$ cat src/rtl/epwm_steer_pkg.sv
package epwm_steer_pkg;

    localparam int CNT_W_DEF   = 10;
    localparam int HI_W_DEF    = 8;
    localparam int DEAD_W_DEF  = 6;
    localparam int NPIN        = 4;

    typedef enum logic [1:0] {
        CFG_SINGLE = 2'b00,
        CFG_FWD    = 2'b01,
        CFG_HALF   = 2'b10,
        CFG_REV    = 2'b11
    } steer_cfg_e;

    typedef struct packed {
        logic [NPIN-1:0] act;
        logic [NPIN-1:0] en;
    } pin_drive_t;

    function automatic logic mode_is_pwm(input logic [3:0] m);
        return m[3:2] == 2'b11;
    endfunction

    function automatic logic mode_is_off(input logic [3:0] m);
        return m == 4'b0000;
    endfunction

    // Polarity mask per pin: bit 0 = A, 1 = B, 2 = C, 3 = D.
    function automatic logic [NPIN-1:0] pol_mask(input logic [3:0] m);
        return {m[0], m[1], m[0], m[1]};
    endfunction

endpackage

$ cat src/rtl/epwm_duty_cmp.sv
module epwm_duty_cmp
    import epwm_steer_pkg::*;
#(
    parameter int CNT_W = CNT_W_DEF,
    parameter int HI_W  = HI_W_DEF
) (
    input  logic             clk,
    input  logic             rst,
    input  logic             clr,
    input  logic             wrap,
    input  logic [CNT_W-1:0] cnt,
    input  logic [HI_W-1:0]  duty_hi,
    input  logic [CNT_W-HI_W-1:0] duty_lo,
    output logic             pwm_o,
    output logic [CNT_W-1:0] shadow_o
);
    logic [CNT_W-1:0] duty_new;
    assign duty_new = {duty_hi, duty_lo};

    always_ff @(posedge clk) begin
        if (rst || clr) begin
            shadow_o <= '0;
            pwm_o    <= 1'b0;
        end else if (wrap) begin
            shadow_o <= duty_new;
            pwm_o    <= (duty_new != '0);
        end else if (cnt == shadow_o) begin
            pwm_o    <= 1'b0;
        end
    end
endmodule

$ cat src/rtl/epwm_deadband.sv
module epwm_deadband
    import epwm_steer_pkg::*;
#(
    parameter int DEAD_W = DEAD_W_DEF
) (
    input  logic              clk,
    input  logic              rst,
    input  logic              clr,
    input  logic              in_i,
    input  logic [DEAD_W-1:0] dly_i,
    output logic              out_o
);
    logic [DEAD_W-1:0] wait_q;

    always_ff @(posedge clk) begin
        if (rst || clr || !in_i) begin
            out_o  <= 1'b0;
            wait_q <= '0;
        end else if (!out_o) begin
            if (wait_q == dly_i) out_o <= 1'b1;
            else                 wait_q <= wait_q + 1'b1;
        end
    end
endmodule

$ cat src/rtl/epwm_route.sv
module epwm_route
    import epwm_steer_pkg::*;
(
    input  logic [3:0]      mode,
    input  logic [1:0]      out_cfg,
    input  logic            mod_a,
    input  logic            mod_b,
    output logic [NPIN-1:0] pin_lvl,
    output logic [NPIN-1:0] pin_en
);
    pin_drive_t drv;

    always_comb begin
        drv = '0;
        case (steer_cfg_e'(out_cfg))
            CFG_SINGLE: begin
                drv.act = {3'b000, mod_a};
                drv.en  = 4'b0001;
            end
            CFG_FWD: begin
                drv.act = {mod_a, 1'b0, 1'b0, 1'b1};
                drv.en  = 4'b1111;
            end
            CFG_HALF: begin
                drv.act = {2'b00, mod_b, mod_a};
                drv.en  = 4'b0011;
            end
            default: begin
                drv.act = {1'b0, 1'b1, mod_a, 1'b0};
                drv.en  = 4'b1111;
            end
        endcase
        if (!mode_is_pwm(mode)) drv = '0;
    end

    assign pin_en  = drv.en;
    assign pin_lvl = drv.en & (drv.act ^ pol_mask(mode));
endmodule

$ cat src/rtl/epwm_steer.sv
module epwm_steer
    import epwm_steer_pkg::*;
#(
    parameter int CNT_W  = CNT_W_DEF,
    parameter int HI_W   = HI_W_DEF,
    parameter int DEAD_W = DEAD_W_DEF
) (
    input  logic                  clk,
    input  logic                  rst,
    input  logic [CNT_W-1:0]      tb_count,
    input  logic                  tb_wrap,
    input  logic [HI_W-1:0]       duty_hi,
    input  logic [CNT_W-HI_W-1:0] duty_lo,
    input  logic [1:0]            out_cfg,
    input  logic [3:0]            mode,
    input  logic [DEAD_W-1:0]     dead_dly,
    output logic [NPIN-1:0]       pin_lvl,
    output logic [NPIN-1:0]       pin_en
);
    localparam int NCH = 2;

    logic             clr;
    logic             half;
    logic             pwm_raw;
    logic [CNT_W-1:0] duty_shadow;
    logic [NCH-1:0]   ch_in;
    logic [NCH-1:0]   ch_out;
    logic [DEAD_W-1:0] ch_dly [NCH];
    logic             mod_a;
    logic             mod_b;

    assign clr  = mode_is_off(mode);
    assign half = (steer_cfg_e'(out_cfg) == CFG_HALF);

    epwm_duty_cmp #(.CNT_W(CNT_W), .HI_W(HI_W)) duty_i (
        .clk      (clk),
        .rst      (rst),
        .clr      (clr),
        .wrap     (tb_wrap),
        .cnt      (tb_count),
        .duty_hi  (duty_hi),
        .duty_lo  (duty_lo),
        .pwm_o    (pwm_raw),
        .shadow_o (duty_shadow)
    );

    assign ch_in[0]  = pwm_raw;
    assign ch_in[1]  = half & ~pwm_raw;
    assign ch_dly[0] = half ? dead_dly : '0;
    assign ch_dly[1] = dead_dly;

    for (genvar g = 0; g < NCH; g++) begin : g_ch
        epwm_deadband #(.DEAD_W(DEAD_W)) db_i (
            .clk   (clk),
            .rst   (rst),
            .clr   (clr),
            .in_i  (ch_in[g]),
            .dly_i (ch_dly[g]),
            .out_o (ch_out[g])
        );
    end

    assign mod_a = ch_out[0];
    assign mod_b = ch_out[1];

    epwm_route route_i (
        .mode    (mode),
        .out_cfg (out_cfg),
        .mod_a   (mod_a),
        .mod_b   (mod_b),
        .pin_lvl (pin_lvl),
        .pin_en  (pin_en)
    );
endmodule

$ cat config.mk
export PLATFORM = sky130hd
export DESIGN_NAME = epwm_steer
export DESIGN_NICKNAME = d
export VERILOG_FILES = /design/src/rtl/epwm_steer_pkg.sv /design/src/rtl/epwm_duty_cmp.sv /design/src/rtl/epwm_deadband.sv /design/src/rtl/epwm_route.sv /design/src/rtl/epwm_steer.sv
export SDC_FILE = /design/constraint.sdc
export NUM_CORES = 1
export LEC_CHECK = 0
export CORE_AREA = 4 4 68 95
export CTS_CLUSTER_SIZE = 20
export DETAILED_ROUTE_END_ITERATION = 7
export DIE_AREA = 0 0 72 99
export PLACE_DENSITY_LB_ADDON = 0.08
export SETUP_SLACK_MARGIN = 0.02
export SLEW_MARGIN = 20
export SYNTH_ARGS = -nofsm -noshare
export SYNTH_HDL_FRONTEND = slang
export SYNTH_SLANG_ARGS = --single-unit
$ cat constraint.sdc
create_clock -name clk -period 3.7 [get_ports clk]
set_input_delay 0.555 -clock clk [delete_from_list [all_inputs] [get_ports clk]]
set_output_delay 0.555 -clock clk [all_outputs]
set_load 0.01 [all_outputs]
==> results.toml <==
[synthesis]
syn-cell-area_um2 = 1530
seq_area_frac_synth_pct = 32.6
postSynthNetCount = 220
postSynthRegisterBits = 25
synth_async_sr_flop_share_pct = 0
ys.warnings.count = 0
synth_top_cell_by_area = "dfxtp_1"
synth_flop_cell = "dfxtp_1"
syn_area_per_cell_um2 = 8.38
post_synth_num_cell_types = 37
number_of_synthesized_flops_with_an_enable_pin = 0
synth.top_cells.by_area = "dfxtp_1 (33%), xor2_1 (9.7%), mux2i_1 (7.8%), nor2_1 (7.6%), xnor2_1 (5.7%)"
synthCells = 183
netlist.area_leader.share_pct = 32.6

[sta]
finalHoldViolations = 0
fin_crit_sh_pct = 77.6
worst_hold_slack_ns = 0.524
drv_slew = 0
timing.final.ws_setup_ns = 0.827
unrepaired_setup_endpoints_after_global_routing = "false"
worst_slew_pin_slew_ns = 0.717
finalCriticalPeriod_ns = 2.87
finalClockSkew_ns = 0.00274
report.final.setup_viol = 0
fmax_mhz = 348
timing.slew.headroom_pct = 51.8
final.setup.tns_ns = 0

[setup_path]
cpMaxStageDelayCell = "clkdlybuf4s50_1"
critical_path.top_delay_family = "buffers and inverters"
critPathKind = "input port to output port"
critical-path-max-stage-delay_ns = 0.62
critPathBufInv = 2
start_kind = "input port"
critical_path_most_common_cell = "clkdlybuf4s50_1"
timing.critical_path.cells = "clkdlybuf4s50_1 > or3_1 > a21oi_1 > clkdlybuf4s50_1"
crit_path_end_kind = "output port"
critPathMaxFanout = 11
cp_data_arrival_time_ns = 2.32
worst_ep_required_time_ns = 3.14

[placed_design]
detailed_place_hpwl_um = 3150
detailedPlace.worstSlack_ns = 0.841
portBuffers = 42
place.detailed.instances = 288
dpl_cell_area_um2 = 2010
placer_congestion_estimate = 0.733

[global_routing]
globalRouteOverflowTotal = 0
gr_usage_total_pct = 11.3
initial_antenna_violation_count = 0
grt_max_degree = 14
first_global_vias = 1421
grt_pass1_wl_um = 6540

[clock_network]
clock_insertion_delay_worst_skew_ns = 0.26
clkSinkCount = 25
clk_pin_slew_ns = 0.09
postCtsSetupBuffers = 0
cts_root_buffer = "clkbuf_8"
cts_inserted_buffers = 3
cts_tree = "yes"
cts-hold-fix-buffers = 0
cts-htree-levels = 1
cts-resized-gates = 0
clk_path_buf_depth = 2

[die]
fp.coreArea_um2 = 5530
chipHeight_um = 99
initial_core_util_pct = 27.8
num_rows = 32
width_of_the_die_um = 72
ioPinCount = 43
fp.dieArea_um2 = 7130

[detailed_routing]
first_pass_iters = 4
drt-wirelength-per-cell_um = 13.3
route.detailed.drc = 0
initialDrtViolationCount = 35
vias = 1390
ant_nets = 0
routed_wl_um = 3890
viasPerCell = 4.76

[layout]
insertedDiodeCount = 0
areaGrowthSynthToFinish_pct = 33.9
n_fill_cell = 612
layout.cells.most_common = "clkdlybuf4s50_1"
final_cells = 292
multi_input_gate_area_in_the_final_layout_um2 = 977
layout_common_cells = "clkdlybuf4s50_1 (42), nor2_1 (31), dfxtp_1 (25)"
nNetsFinal = 262
layout-drive-gt1-share_pct = 4.46
area.sequential_um2 = 500
final_area_um2 = 2050
final_util_pct = 37.2

[power]
powerDensity_nw_per_um2 = 279
cellLeakagePower_nw = 0.758
total_power_mw = 0.573
peakVddDrop_mv = 0.142

[hold_path]
hold_path_class = "flop to flop"

[run]
max_cap_viol_count = 0

[outcome]
outcome = "finished clean"
==> layer usage <==
metal / global-route usage (%) / part of all wire [%] / vias to the layer above
met3: 2.96 / 7.8 / 2
met2: 20.7 / 50 / 37
met4: 2.60 / 0.59 / 0
li1: - / - / 729
met5: 0 / 0 / -
met1: 12.7 / 42 / 622
==> synthesized netlist by cell type, types with 3 or more instances <==
cell	count
xor2_1	17
clkbuf_1	3
dfxtp_1	25
nand4_1	3
mux2i_1	12
nor2_1	31
a21oi_1	9
nor4_1	5
nand2b_1	3
nand2_1	11
or3_2	4
o21ai_1	3
o21ai_0	7
nand4bb_1	3
o32a_1	3
xnor2_1	10
nand3_1	3
inv_1	5
==> state kept, by name, indices dropped and copies added, names as in the netlist <==
| name | cells |
|---|---|
| duty_i.pwm_o | 1 |
| duty_i.shadow_o | 10 |
| g_ch.db_i.out_o | 2 |
| g_ch.db_i.wait_q | 12 |
==> kinds of logic after synthesis <==
family          after synthesis  share of synthesized area (%)
fa+ha+maj                     2                           1.63
buf+inv                      11                           3.67
flops                        25                           32.6
mux                          12                           7.83
compound gates               33                           14.1
xor+xnor                     27                           15.4
simple gates                 73                           24.7
==> worst min-delay path: cells and delay by family, from the launching register on <==
| family | cells | cell delay (ns) |
|---|---|---|
| DFF | 1 | 0.35 |
| muxes | 1 | 0.07 |
| and+or+nand+nor | 1 | 0.07 |
==> power by group <==
| part | internal [mW] | leakage [nW] | switching, mW |
|---|---|---|---|
| Sequential | 0.278 | 0.204 | 0.00793 |
| Clock | 0.0770 | 0.0228 | 0.0879 |
| Combinational | 0.0691 | 0.532 | 0.0531 |
==> final cells by class <==
type                    count  share of cell area (%)
multi-input cells         147                    47.6
repair buffers             43                    20.8
inverters                   5                   0.914
well taps                  68                    4.14
clock buffers               4                    2.19
flip-flops and latches     25                    24.4
==> final timing paths <==
kind,from,to,slack [ns],depth (start not counted)
worst max-delay path,out_cfg[1],pin_lvl[3],0.83,4
worst min-delay path,duty_i.shadow_o[1]$_SDFFE_PP0P_,duty_i.shadow_o[1]$_SDFFE_PP0P_,0.52,2
worst max register to register,g_ch[1].db_i.wait_q[2]$_SDFFE_PP0P_,g_ch[1].db_i.wait_q[5]$_SDFFE_PP0P_,1.86,5
worst min register to register,duty_i.shadow_o[1]$_SDFFE_PP0P_,duty_i.shadow_o[1]$_SDFFE_PP0P_,0.52,2
Note: power is estimated with default switching activity, not from simulation.
